<file path="src/rtl/tbank_pkg.sv">
package tbank_pkg;
  localparam int DATA_W   = 32;
  localparam int NUM_CH   = 3;
  localparam int FREE_W   = 40;

  localparam int CTL_EN   = 7;
  localparam int CTL_PER  = 6;
  localparam int CTL_FAST = 3;
  localparam logic [7:0] CTL_MASK = 8'hC8;

  localparam logic [7:0] OFS_LOAD  = 8'h00;
  localparam logic [7:0] OFS_VALUE = 8'h04;
  localparam logic [7:0] OFS_CTL   = 8'h08;
  localparam logic [7:0] OFS_CLR   = 8'h0C;

  localparam logic [7:0] FREE_LO_ADDR = 8'h60;
  localparam logic [7:0] FREE_HI_ADDR = 8'h64;
  localparam int         FREE_RUN_BIT = 8;

  function automatic int ch_width(input int k);
    return (k == 2) ? 32 : 16;
  endfunction

  function automatic logic [7:0] ch_base(input int k);
    case (k)
      0:       return 8'h00;
      1:       return 8'h20;
      default: return 8'h80;
    endcase
  endfunction
endpackage

</file>
<file path="src/rtl/tbank_rst_sync.sv">
module tbank_rst_sync #(
  parameter int STAGES = 2
) (
  input  logic clk,
  input  logic rst_n,
  output logic rst_sync_n
);
  logic [STAGES-1:0] sync_q;

  always_ff @(posedge clk or negedge rst_n) begin
    if (!rst_n) sync_q <= '0;
    else        sync_q <= {sync_q[STAGES-2:0], 1'b1};
  end

  assign rst_sync_n = sync_q[STAGES-1];
endmodule

</file>
<file path="src/rtl/tbank_chan.sv">
module tbank_chan
  import tbank_pkg::*;
#(
  parameter int W = 16
) (
  input  logic              clk,
  input  logic              rst_n,
  input  logic              wr_load,
  input  logic              wr_ctl,
  input  logic              wr_clr,
  input  logic [W-1:0]      wdata,
  input  logic              tick_slow,
  input  logic              tick_fast,
  output logic [DATA_W-1:0] count_out,
  output logic [DATA_W-1:0] reload_out,
  output logic [7:0]        ctl_out,
  output logic              irq
);
  logic [W-1:0] cnt_q, cnt_n;
  logic [W-1:0] rld_q, rld_n;
  logic [7:0]   ctl_q, ctl_n;
  logic         irq_q, irq_n;
  logic         tick_sel, step, at_zero;

  always_comb begin
    tick_sel = ctl_q[CTL_FAST] ? tick_fast : tick_slow;
    step     = ctl_q[CTL_EN] && tick_sel;
    at_zero  = (cnt_q == '0);

    cnt_n = cnt_q;
    rld_n = rld_q;
    ctl_n = ctl_q;
    irq_n = irq_q;

    if (wr_clr) irq_n = 1'b0;

    if (step) begin
      if (at_zero) begin
        cnt_n = ctl_q[CTL_PER] ? rld_q : '1;
        irq_n = 1'b1;
      end else begin
        cnt_n = cnt_q - 1'b1;
      end
    end

    if (wr_ctl) ctl_n = wdata[7:0] & CTL_MASK;

    if (wr_load) begin
      rld_n = wdata;
      cnt_n = wdata;
    end
  end

  always_ff @(posedge clk or negedge rst_n) begin
    if (!rst_n) begin
      cnt_q <= '0;
      rld_q <= '0;
      ctl_q <= '0;
      irq_q <= 1'b0;
    end else begin
      cnt_q <= cnt_n;
      rld_q <= rld_n;
      ctl_q <= ctl_n;
      irq_q <= irq_n;
    end
  end

  assign count_out  = DATA_W'(cnt_q);
  assign reload_out = DATA_W'(rld_q);
  assign ctl_out    = ctl_q;
  assign irq        = irq_q;
endmodule

</file>
<file path="src/rtl/tbank_free.sv">
module tbank_free
  import tbank_pkg::*;
#(
  parameter int W = FREE_W
) (
  input  logic              clk,
  input  logic              rst_n,
  input  logic              wr_run,
  input  logic              run_val,
  input  logic              tick_fast,
  output logic [W-1:0]      count_out,
  output logic              run_out
);
  logic [W-1:0] cnt_q, cnt_n;
  logic         run_q, run_n;

  always_comb begin
    cnt_n = cnt_q;
    run_n = run_q;
    if (run_q && tick_fast) cnt_n = cnt_q + 1'b1;
    if (wr_run) run_n = run_val;
  end

  always_ff @(posedge clk or negedge rst_n) begin
    if (!rst_n) begin
      cnt_q <= '0;
      run_q <= 1'b0;
    end else begin
      cnt_q <= cnt_n;
      run_q <= run_n;
    end
  end

  assign count_out = cnt_q;
  assign run_out   = run_q;
endmodule

</file>
<file path="src/rtl/timer_bank.sv">
module timer_bank
  import tbank_pkg::*;
#(
  parameter int ADDR_W = 8
) (
  input  logic                  clk,
  input  logic                  rst_n,
  input  logic [ADDR_W-1:0]     bus_addr,
  input  logic                  bus_we,
  input  logic [DATA_W-1:0]     bus_wdata,
  output logic [DATA_W-1:0]     bus_rdata,
  input  logic                  tick_slow,
  input  logic                  tick_fast,
  output logic [NUM_CH-1:0]     irq
);
  localparam int HI_W = FREE_W - DATA_W;

  logic                rst_i_n;
  logic [DATA_W-1:0]   ch_val [NUM_CH];
  logic [DATA_W-1:0]   ch_ld  [NUM_CH];
  logic [7:0]          ch_ctl [NUM_CH];
  logic [FREE_W-1:0]   free_cnt;
  logic                free_run;
  logic                wr_free_hi;

  tbank_rst_sync #(.STAGES(2)) u_rst (
    .clk        (clk),
    .rst_n      (rst_n),
    .rst_sync_n (rst_i_n)
  );

  for (genvar k = 0; k < NUM_CH; k++) begin : g_ch
    localparam int          CW   = ch_width(k);
    localparam logic [7:0]  BASE = ch_base(k);
    logic wr_load, wr_ctl, wr_clr;

    assign wr_load = bus_we && (bus_addr == ADDR_W'(BASE + OFS_LOAD));
    assign wr_ctl  = bus_we && (bus_addr == ADDR_W'(BASE + OFS_CTL));
    assign wr_clr  = bus_we && (bus_addr == ADDR_W'(BASE + OFS_CLR));

    tbank_chan #(.W(CW)) u_chan (
      .clk        (clk),
      .rst_n      (rst_i_n),
      .wr_load    (wr_load),
      .wr_ctl     (wr_ctl),
      .wr_clr     (wr_clr),
      .wdata      (bus_wdata[CW-1:0]),
      .tick_slow  (tick_slow),
      .tick_fast  (tick_fast),
      .count_out  (ch_val[k]),
      .reload_out (ch_ld[k]),
      .ctl_out    (ch_ctl[k]),
      .irq        (irq[k])
    );
  end

  assign wr_free_hi = bus_we && (bus_addr == ADDR_W'(FREE_HI_ADDR));

  tbank_free #(.W(FREE_W)) u_free (
    .clk       (clk),
    .rst_n     (rst_i_n),
    .wr_run    (wr_free_hi),
    .run_val   (bus_wdata[FREE_RUN_BIT]),
    .tick_fast (tick_fast),
    .count_out (free_cnt),
    .run_out   (free_run)
  );

  always_comb begin
    bus_rdata = '0;
    for (int k = 0; k < NUM_CH; k++) begin
      if (bus_addr == ADDR_W'(ch_base(k) + OFS_LOAD))  bus_rdata = ch_ld[k];
      if (bus_addr == ADDR_W'(ch_base(k) + OFS_VALUE)) bus_rdata = ch_val[k];
      if (bus_addr == ADDR_W'(ch_base(k) + OFS_CTL))   bus_rdata = DATA_W'(ch_ctl[k]);
    end
    if (bus_addr == ADDR_W'(FREE_LO_ADDR)) bus_rdata = free_cnt[DATA_W-1:0];
    if (bus_addr == ADDR_W'(FREE_HI_ADDR))
      bus_rdata = DATA_W'({free_run, free_cnt[FREE_W-1 -: HI_W]});
  end
endmodule

</file>
<file path="config.mk">
export PLATFORM = sky130hd
export DESIGN_NAME = timer_bank
export DESIGN_NICKNAME = d
export VERILOG_FILES = /design/src/rtl/tbank_pkg.sv /design/src/rtl/tbank_rst_sync.sv /design/src/rtl/tbank_chan.sv /design/src/rtl/tbank_free.sv /design/src/rtl/timer_bank.sv
export SDC_FILE = /design/constraint.sdc
export NUM_CORES = 1
export LEC_CHECK = 0
export ABC_AREA = 1
export BUFFER_PORTS_ARGS = -buffer_cell sky130_fd_sc_hd__buf_2
export CORE_ASPECT_RATIO = 1.75
export CORE_MARGIN = 1
export CORE_UTILIZATION = 50
export CTS_CLUSTER_SIZE = 25
export DETAILED_ROUTE_END_ITERATION = 12
export PLACE_DENSITY = 0.72
export SYNTH_ARGS = -nofsm -noshare
export SYNTH_HDL_FRONTEND = slang
export SYNTH_SLANG_ARGS = --single-unit
</file>
<file path="constraint.sdc">
create_clock -name clk -period 9 [get_ports clk]
set_input_delay 0.9 -clock clk [delete_from_list [all_inputs] [get_ports clk]]
set_output_delay 0.9 -clock clk [all_outputs]
set_load 0.005 [all_outputs]
</file>
==> results.md <==
* Status: completed
* Core Util, Final at 0.560
* Leak pwr at 0.00647 uW
* First-pass GRT wire length at 64000 um
* Routed vias/inst at 5.77
* Crit path cell chain: buf_2 -> inv_1 -> nand2_1 -> nor2_2 -> inv_2 -> nor2_2 -> inv_2 -> o21ai_0 -> nand3_1 -> buf_2
* Sequential element share of the synthesized area at 0.393
* Worst setup SP type: primary input
* Hold_buf cts at 0
* WS Path Type: primary input to output pin
* Initial antenna violation count at 0
* Antenna fix cells at 0
* Syn_area_per_cell at 6.97 um2
* CTS HTree Levels at 4
* Clock-pin slew on the worst setup and hold paths at 0.06 ns
* Slew @ Worst Pin at 1.02 ns
* Buffers on Ports at 79
* Root Buffer: clkbuf_16
* Most common cell after layout, fill and taps aside: nand2_1
* Core box area at 22800 um2
* Clock skew at 0.00968 ns
* Post-Syn Area at 11700 um2
* CTS tree: built
* Main synth FF type: dfrtp_1
* Power, Total at 2840 uW
* CP required at 8.10 ns
* DR WL/cell at 20.2 um
* Slew margin rel. at 0.320
* CP arrival at 3.28 ns
* P&R area growth vs syn at 9.65%
* FFs w/ async S/R, synth at 1.00
* Max_cap viols at 0
* FP Rows at 73
* Die area at 24000 um2
* Post-synthesis cell type count at 48
* Fmax at 239 MHz
* Largest cells by area after synthesis: dfrtp_1 (39%), nand2_1 (15%), inv_1 (6.9%), nor2_1 (6.1%), o21ai_0 (5.8%)
* Cell count after synthesis at 1673
* #FFs+latches synth at 183
* Drt pass-1 iters at 5
* Hold crit path type: primary input to async pin
* Gr usage total at 0.354
* Post-Syn Nets at 1725
* Reg2reg path depth at 2
* Post-synth EDFFs at 0
* Layout Nets at 1778
* CTS buffer count at 17
* Post-Route WL at 41100 um
* Worst setup EP type: output pin
* Crit path time final at 4.18 ns
* Starting Density at 0.511
* CTS Sinks at 183
* Worst-skew pair later-pin latency at 0.47 ns
* Yosys synthesis warning count at 0
* Post-DP HPWL at 31700 um
* Vias in the first global route at 11900
* Drc violations at 0
* Layout cells sized above 1 at 0.0974
* 1st-iter DRT viols at 847
* CP peak stage delay at 0.65 ns
* Setup_tns at 0 ns
* Final Cycle Share at 0.465
* ANT nets after route at 0
* Die width at 117 um
* # Post-CTS Setup Buffers at 0
* Crit-path max FO at 22
* Top-area cell type share of the netlist area at 0.393
* Most frequent cells in the layout: nand2_1 (463), inv_1 (213), nor2_1 (191)
* Post_cts resized at 0
* Hold Fails Final Rpt at 0
* Max VDD drop at 0.170 mV
* GP Congestion at 1.01
* Final setup viols at 0
* RSZ-0062 raised after global routing: no
* Grt ovf at 0
* Chip Height at 204 um
* Largest net degree at the start of global routing at 75
* Vias post-DR at 11800
* Cell taking the most area after synthesis: dfrtp_1
* Max-slew violations at 0
* Pwr dens at 222 nW/um2
* Ports at 80
* Max Root-Sink Buffers at 2
* Slowest CP cell: nor2_2
==> synth_stat cells, drive strengths merged (25+ instances only) <==
| master | n |
|---|---|
| nor3 | 28 |
| nor2 | 210 |
| nand2 | 475 |
| o221ai | 25 |
| inv | 225 |
| xor2 | 41 |
| nand4 | 43 |
| buf | 33 |
| a21oi | 30 |
| nand3 | 112 |
| o21ai | 144 |
| dfrtp | 183 |
==> metrics by stage <==
| stage | setup slack [ns] | instances | cell area [um2] | hold WS [ns] |
|---|---|---|---|---|
| global placement | 4.94 | 2007 | 12200 | 0.338 |
| global route | 4.71 | 2036 | 12800 | 0.213 |
| detailed placement | 4.87 | 2007 | 12200 | 0.344 |
| floorplan | 3.52 | 1673 | 11700 | 0.331 |
| CTS | 4.87 | 2036 | 12800 | 0.197 |
| finish | 4.82 | 2036 | 12800 | 0.201 |
==> cells by family (layout without fill, tap and decap cells) <==
group | count (synthesis) | count (layout) | synth area share
AND/OR/NAND/NOR | 876 | 876 | 0.324
XOR/XNOR | 60 | 60 | 0.0451
other | 1 | 1 | 0.000322
buffers and inverters | 280 | 343 | 0.0953
adder cells (fa/ha/maj) | 7 | 7 | 0.00751
flip-flops | 183 | 183 | 0.393
AO/OA/AOI/OAI | 266 | 266 | 0.135
==> layer usage <==
layer / routed length [um] / part of all wire / track usage / vias to the layer above
met5: 0 / 0 / 0 / -
met4: 4150 / 0.10 / 0.345 / 0
met3: 1960 / 0.048 / 0.0527 / 211
met2: 21000 / 0.51 / 0.637 / 462
met1: 14000 / 0.34 / 0.343 / 5564
li1: - / - / - / 5519
==> path summary, 6_finish.rpt <==
check                                start              endpoint  slack (ns)
min                                  rst_n       u_rst.sync_q[1]        0.20
max in group asynchronous  u_rst.sync_q[1]  u_free.count_out[37]        6.43
min in group clk           u_rst.sync_q[0]       u_rst.sync_q[1]        0.36
max reg2reg                u_rst.sync_q[1]  u_free.count_out[37]        6.43
max                            bus_addr[3]          bus_rdata[4]        4.82
min reg2reg                u_rst.sync_q[0]       u_rst.sync_q[1]        0.36
==> state kept, by name, indices dropped and copies added, names as in the netlist <==
name / count
u_free.count_out: 40
g_ch.u_chan.cnt_q: 32
g_ch.u_chan.rld_q: 32
g_ch.u_chan.count_out: 32
g_ch.u_chan.reload_out: 32
g_ch.u_chan.ctl_out: 9
g_ch.u_chan.irq: 3
u_rst.sync_q: 2
u_free.run_out: 1
==> critical path, delay by kind of cell <==
family,cells,cell delay [ns]
and+or+nand+nor,4,1.06
buffers and inverters,5,0.83
AOI/OAI and AO/OA,1,0.50
==> power breakdown <==
| group | leakage (uW) | switching [uW] | total, uW | internal (uW) |
|---|---|---|---|---|
| Clock | 0.000273 | 342 | 752 | 410 |
| Combinational | 0.00387 | 603 | 911 | 308 |
| Sequential | 0.00233 | 214 | 1180 | 965 |
==> layout make-up <==
type / count / area, um2
inverters: 228 / 857
well taps: 300 / 375
multi-input cells: 1210 / 5980
fillers: 2321 / 10000
clock inverters: 9 / 104
flip-flops and latches: 183 / 4580
repair buffers: 86 / 448
clock buffers: 20 / 447
(Power assumes the default switching activity.)
